[config.mk]
export PLATFORM = sky130hd
export DESIGN_NAME = lb_unpad_win
export DESIGN_NICKNAME = d
export VERILOG_FILES = /design/src/rtl/lb_pkg.sv /design/src/rtl/lb_line_ctrl.sv /design/src/rtl/lb_line_store.sv /design/src/rtl/lb_window.sv /design/src/rtl/lb_unpad_win.sv
export SDC_FILE = /design/constraint.sdc
export NUM_CORES = 2
export LEC_CHECK = 0
export ABC_AREA = 1
export CORE_MARGIN = 2
export CORE_UTILIZATION = 45
export DETAILED_ROUTE_END_ITERATION = 10
export SYNTH_ARGS = -nofsm -noshare
export SYNTH_HDL_FRONTEND = slang
export SYNTH_SLANG_ARGS = --single-unit
export TNS_END_PERCENT = 10
[constraint.sdc]
create_clock -name clk -period 9.4 [get_ports clk]
set_clock_uncertainty 0.2 [all_clocks]
set_input_delay 2.82 -clock clk [delete_from_list [all_inputs] [get_ports clk]]
set_output_delay 2.82 -clock clk [all_outputs]
set_load 0.03 [all_outputs]
[src/rtl/lb_pkg.sv]
package lb_pkg;

  // Control flags carried beside every stored pixel.
  typedef struct packed {
    logic hs;
    logic he;
    logic vs;
    logic ve;
    logic vld;
  } lb_ctrl_t;

  // Rows (and columns) between the newest pixel and the window centre.
  function automatic int unsigned lb_half(input int unsigned k);
    return k / 2;
  endfunction

  // Accepted pixels between an input pixel and its appearance at the centre.
  function automatic int unsigned lb_centre_lag(input int unsigned k,
                                                input int unsigned w);
    return lb_half(k) * w + lb_half(k);
  endfunction

  // Write column used for the current pixel.
  function automatic int unsigned lb_wr_col(input logic hs,
                                            input int unsigned col);
    return hs ? 0 : col;
  endfunction

  // Column following the one just written, held at the last slot.
  function automatic int unsigned lb_next_col(input int unsigned col,
                                              input int unsigned maxw);
    return (col >= maxw - 1) ? col : col + 1;
  endfunction

endpackage

[src/rtl/lb_line_ctrl.sv]
module lb_line_ctrl #(
  parameter int MAXW = 64,
  parameter int AW   = $clog2(MAXW)
) (
  input  logic          clk,
  input  logic          rst_n,
  input  logic          vld_i,
  input  logic          hs_i,
  input  logic          he_i,
  output logic          take_o,
  output logic [AW-1:0] wr_col_o,
  output logic [AW-1:0] col_q_o
);
  import lb_pkg::*;

  logic          in_line_q;
  logic [AW-1:0] col_q;

  // A pixel counts only inside the span from line start to line end.
  assign take_o   = vld_i & (hs_i | in_line_q);
  assign wr_col_o = AW'(lb_wr_col(hs_i, int'(col_q)));
  assign col_q_o  = col_q;

  always_ff @(posedge clk) begin
    if (!rst_n) begin
      in_line_q <= 1'b0;
      col_q     <= '0;
    end else if (take_o) begin
      in_line_q <= ~he_i;
      col_q     <= AW'(lb_next_col(int'(wr_col_o), MAXW));
    end
  end

endmodule

[src/rtl/lb_line_store.sv]
module lb_line_store #(
  parameter int DW   = 8,
  parameter int K    = 3,
  parameter int MAXW = 64,
  parameter int AW   = $clog2(MAXW)
) (
  input  logic             clk,
  input  logic             rst_n,
  input  logic             take_i,
  input  logic [AW-1:0]    col_i,
  input  logic [DW-1:0]    pix_i,
  input  lb_pkg::lb_ctrl_t ctrl_i,
  output logic [K*DW-1:0]  col_pix_o,
  output lb_pkg::lb_ctrl_t cen_ctrl_o
);
  import lb_pkg::*;

  localparam int H  = lb_half(K);
  localparam int NL = K - 1;

  // Pixel history: entry j holds the line j+1 lines older than the input.
  logic [DW-1:0] pmem [NL][MAXW];
  // Flag history, needed only down to the centre row.
  lb_ctrl_t      cmem [H][MAXW];

  always_ff @(posedge clk) begin
    if (take_i) begin
      pmem[0][col_i] <= pix_i;
      for (int j = 1; j < NL; j++) pmem[j][col_i] <= pmem[j-1][col_i];
    end
  end

  always_ff @(posedge clk) begin
    if (!rst_n) begin
      for (int j = 0; j < H; j++)
        for (int a = 0; a < MAXW; a++) cmem[j][a] <= '0;
    end else if (take_i) begin
      cmem[0][col_i] <= ctrl_i;
      for (int j = 1; j < H; j++) cmem[j][col_i] <= cmem[j-1][col_i];
    end
  end

  // Column vector: row 0 is the live pixel, row r the stored line r-1.
  for (genvar r = 0; r < K; r++) begin : g_col
    if (r == 0) begin : g_live
      assign col_pix_o[r*DW +: DW] = pix_i;
    end else begin : g_old
      assign col_pix_o[r*DW +: DW] = pmem[r-1][col_i];
    end
  end

  assign cen_ctrl_o = cmem[H-1][col_i];

endmodule

[src/rtl/lb_window.sv]
module lb_window #(
  parameter int DW = 8,
  parameter int K  = 3
) (
  input  logic              clk,
  input  logic              rst_n,
  input  logic              take_i,
  input  logic [K*DW-1:0]   col_pix_i,
  input  lb_pkg::lb_ctrl_t  cen_ctrl_i,
  output logic [K*K*DW-1:0] win_o,
  output logic              shift_o,
  output lb_pkg::lb_ctrl_t  ctrl_o
);
  import lb_pkg::*;

  localparam int H = lb_half(K);

  logic [DW-1:0] win_q [K][K];
  lb_ctrl_t      cpipe_q [H+1];
  logic          shift_q;

  always_ff @(posedge clk) begin
    if (!rst_n) begin
      for (int r = 0; r < K; r++)
        for (int c = 0; c < K; c++) win_q[r][c] <= '0;
      for (int c = 0; c <= H; c++) cpipe_q[c] <= '0;
      shift_q <= 1'b0;
    end else begin
      shift_q <= take_i;
      if (take_i) begin
        for (int r = 0; r < K; r++) begin
          win_q[r][0] <= col_pix_i[r*DW +: DW];
          for (int c = 1; c < K; c++) win_q[r][c] <= win_q[r][c-1];
        end
        cpipe_q[0] <= cen_ctrl_i;
        for (int c = 1; c <= H; c++) cpipe_q[c] <= cpipe_q[c-1];
      end
    end
  end

  for (genvar r = 0; r < K; r++) begin : g_row
    for (genvar c = 0; c < K; c++) begin : g_cell
      assign win_o[(r*K+c)*DW +: DW] = win_q[r][c];
    end
  end

  assign shift_o = shift_q;
  // Centre flags appear only on the beat the window moves.
  assign ctrl_o  = shift_q ? cpipe_q[H] : '0;

endmodule

[src/rtl/lb_unpad_win.sv]
module lb_unpad_win #(
  parameter int DW   = 8,
  parameter int K    = 3,
  parameter int MAXW = 64
) (
  input  logic              clk,
  input  logic              rst_n,
  input  logic [DW-1:0]     pix_i,
  input  logic              vld_i,
  input  logic              hs_i,
  input  logic              he_i,
  input  logic              vs_i,
  input  logic              ve_i,
  output logic [K*K*DW-1:0] win_o,
  output logic              shift_en_o,
  output logic              vld_o,
  output logic              hs_o,
  output logic              he_o,
  output logic              vs_o,
  output logic              ve_o
);
  import lb_pkg::*;

  localparam int AW = $clog2(MAXW);

  // Named internal events, also watched by the bound checker.
  logic          take_w;
  logic [AW-1:0] wr_col_w;
  logic [AW-1:0] col_w;
  logic [K*DW-1:0] col_pix_w;
  lb_ctrl_t      in_ctrl_w;
  lb_ctrl_t      cen_ctrl_w;
  lb_ctrl_t      out_ctrl_w;

  assign in_ctrl_w = '{hs: hs_i, he: he_i, vs: vs_i, ve: ve_i, vld: 1'b1};

  lb_line_ctrl #(.MAXW(MAXW), .AW(AW)) i_ctrl (
    .clk     (clk),
    .rst_n   (rst_n),
    .vld_i   (vld_i),
    .hs_i    (hs_i),
    .he_i    (he_i),
    .take_o  (take_w),
    .wr_col_o(wr_col_w),
    .col_q_o (col_w)
  );

  lb_line_store #(.DW(DW), .K(K), .MAXW(MAXW), .AW(AW)) i_store (
    .clk       (clk),
    .rst_n     (rst_n),
    .take_i    (take_w),
    .col_i     (wr_col_w),
    .pix_i     (pix_i),
    .ctrl_i    (in_ctrl_w),
    .col_pix_o (col_pix_w),
    .cen_ctrl_o(cen_ctrl_w)
  );

  lb_window #(.DW(DW), .K(K)) i_win (
    .clk       (clk),
    .rst_n     (rst_n),
    .take_i    (take_w),
    .col_pix_i (col_pix_w),
    .cen_ctrl_i(cen_ctrl_w),
    .win_o     (win_o),
    .shift_o   (shift_en_o),
    .ctrl_o    (out_ctrl_w)
  );

  assign vld_o = out_ctrl_w.vld;
  assign hs_o  = out_ctrl_w.hs;
  assign he_o  = out_ctrl_w.he;
  assign vs_o  = out_ctrl_w.vs;
  assign ve_o  = out_ctrl_w.ve;

endmodule

==> results.md <==
• 175000 µm — aggregate routed wire length
• 2.25 ns — Worst Setup Slack, final
• 6154 — nets in the synthesized netlist
• completed — run status
• nand2_1 — most numerous cell in the Yosys netlist
• 21.7 µm — post-DR wirelength/cell
• 0% — fraction of registers with async set/reset
• 0 — Setup Fix Bufs, Post-CTS
• 107 — maximum number of pins on one net before global-route repair
• 0 — count of endpoints failing hold in the final timing report
• 66.6% — sequential-to-total area share from yosys stat
• no — setup repair after global routing missed its margin
• 25.7 nW — reported leakage power
• 6 — First-pass DRT Iterations
• 45.4% — effective utilization at floorplan
• 68000 µm² — final standard cell area without fillers
• 2 — number of antenna violations at the first check in global routing
• 133 — Row Count
• 9.74 µm² — Mapped Avg Cell Area
• 6139 — number of cells produced by synthesis
• 1434 — number of register bits inferred by synthesis
• 8082 — filler-free cell count of the finished design
• 25.7% — overall fraction of global-route tracks in use
• 55.8% — Yosys top cell area share
• 1111 — number of flops mapped to enable cells by yosys
• 0.80 ns — clock latency reported for the late side of the worst-skew pair
• 7804 — Cell Count Post-Placement
• 192 µV — worst ir drop on vdd
• 0.140 GHz — maximum clock frequency
• done — TritonCTS clock tree
• 136000 µm² — Total Die Area
• 3 — clock tree buffer depth
• 102000 µm — hpwl dp
• 58 — maximum net fanout on the critical path
• edfxtp_1, nand2_1, dfxtp_1, nand3_1, inv_1 — synth top area cells
• reg -> reg — class of the most critical hold timing path
• 6218 — Final Net Count
• 0 — number of design rule violations left after detail routing
• nand2_1, edfxtp_1, inv_1 — commonest cells in the synthesized netlist
• 1.55 ns — pre-CTS setup slack
• 369 µm — Die Ht
• 11800 — number of filler instances in the final layout
• 40400 — via count of the first global-routing pass
• edfxtp_1 — most used flip-flop cell after synthesis
• 0.06 ns — clock-pin transition on the worst setup and hold timing paths
• 132000 µm² — core footprint
• 93 — I/O pin count
• 22.5% — Relative slew margins
• 0 — Setup violations, final
• input pin — kind of launch point of the worst setup path
• 0 — MaxCap Viol Count
• 0 — Ys Warns
• 42900 — number of vias after detailed routing
• 5.31 — per-cell via count in the routed design
• 59800 µm² — post-synthesis cell area
• in -> reg — type of the setup path with the least slack
• 7.15 ns — final worst path period need
• 9.82 ns — Data required, critical path
• 0 — post-route antenna net violation count
• 13.7% — area added between synthesis and finish
• met4 — top sig layer
• edfxtp_1 — largest area contributor in the netlist
• 74000 µm — wire length on met1
• 0 — number of max-slew violations in the final report
• flop — critical path capture point type
• 1434 — # clock sinks
• 92 — count of input and output buffers
• 197 nW/µm² — Pwr per Cell Area
• 31 — count of cell types in the netlist
• 369 µm — horizontal die dimension
• 152 — number of buffers inserted during clock tree synthesis
• 8.38% — proportion of layout cells with a drive suffix above 1
• 63200 µm² — Post-DP Area
• 0.846 — placer congestion estimate
• 262000 µm — first-pass GRT wire length
• 0 — cells resized by post-CTS repair
• 1.16 ns — transition time of the tightest slew-check pin
• 4125 — detailed router's first-iteration violation count
• 0 — Post-CTS Hold Buffers
• 76.1% — fin crit share
• clkbuf_16 — cell chosen for the clock root
• 0 ns — total negative slack for setup checks
• 0 — total congestion overflow
• 11700 µm — detailed route wirelength on metal3
• 4 — H-tree levels
• 82300 µm — met2 layer wire length in the routed design
• 7.57 ns — arrival time of data at the critical path endpoint
## worst paths after layout
path,cells after the start,from,slack (ns),endpoint
max,15,hs_i,2.25,i_store.pmem[0][647]
min,2,i_store.cmem[0][269],0.24,i_store.cmem[0][269]
max reg2reg,14,i_ctrl.col_q_o[0],5.00,i_store.pmem[0][647]
min reg2reg,2,i_store.cmem[0][269],0.24,i_store.cmem[0][269]
## registers in the layout, indices dropped and copies added, names as in the netlist
| name | flops |
|---|---|
| i_win.shift_o | 1 |
| i_ctrl.in_line_q | 1 |
| i_store.cmem | 320 |
| i_store.pmem | 1024 |
| i_ctrl.col_q_o | 6 |
| i_win.win_q | 72 |
| i_win.cpipe_q | 10 |
## cell usage in the layout (no fill, tap or decap), types with 29 or more instances in the layout
master	netlist	final
buf_4	0	147
nor2_1	435	430
nor3_1	105	42
clkdlybuf4s50_1	0	83
inv_1	667	658
clkbuf_1	154	29
edfxtp_1	1111	1111
o211ai_1	65	65
nand2_1	1927	1924
nand3_1	530	530
clkinv_1	1	38
clkbuf_16	0	155
nor3_2	27	84
inv_2	31	37
a21oi_1	286	286
dfxtp_1	323	323
a211oi_1	30	30
o21ai_0	192	192
## report_power, final
group	internal [mW]	leakage, nW	switching (mW)
sequential	6.90	12.7	0.0131
combinational	0.154	10.6	0.539
clock	3.29	2.35	2.53
total	10.3	25.7	3.09
## routing by layer
layer | vias up | GRT usage, %
li1 | 20300 | -
met1 | 20700 | 34.8
met2 | 1557 | 41.4
met3 | 319 | 3.87
met4 | 0 | 10.7
met5 | - | 0
## cell families after synthesis
| kind of cell | after synthesis | share of synthesized area, % |
|---|---|---|
| and+or+nand+nor | 3046 | 20.9 |
| DFF | 1434 | 66.6 |
| buffers and inverters | 1039 | 6.84 |
| AOI/OAI and AO/OA | 620 | 5.71 |
## cell type report
class / instances / area (µm²) / area share, %
diodes: 2 / 5.00 / 0.00736
clock buffers: 192 / 4100 / 6.02
clock inverters: 84 / 699 / 1.03
inverters: 699 / 2640 / 3.88
multi-input cells: 3666 / 16400 / 24.0
flip-flops and latches: 1434 / 39800 / 58.5
well taps: 1755 / 2200 / 3.23
repair buffers: 250 / 2210 / 3.25
## worst max-delay path, cell delays in order
cell             delay, ns
clkdlybuf4s50_1       0.62
inv_2                 0.59
nand2_8               0.45
nor2_4                0.67
buf_12                0.35
buf_4                 0.31
nand2_1               0.07
a21oi_1               0.14
nor2_1                0.06
nand2_1               0.06
nand3_1               0.15
nand2_1               0.12
nor2_1                0.06
inv_2                 0.63
buf_4                 0.35
## stage by stage
| stage | utilization [%] | hold slack, ns | total power [mW] |
|---|---|---|---|
| 2_1_floorplan | - | 0.216 | 7.41 |
| 3_3_place_gp | 48.0 | 0.226 | 7.73 |
| 3_5_place_dp | 48.0 | 0.228 | 7.74 |
| 4_1_cts | 51.7 | 0.239 | 13.5 |
| 5_1_grt | 51.7 | 0.248 | 13.8 |
| 6_report | 51.7 | 0.237 | 13.4 |
Power figures use the tool's default switching activity.
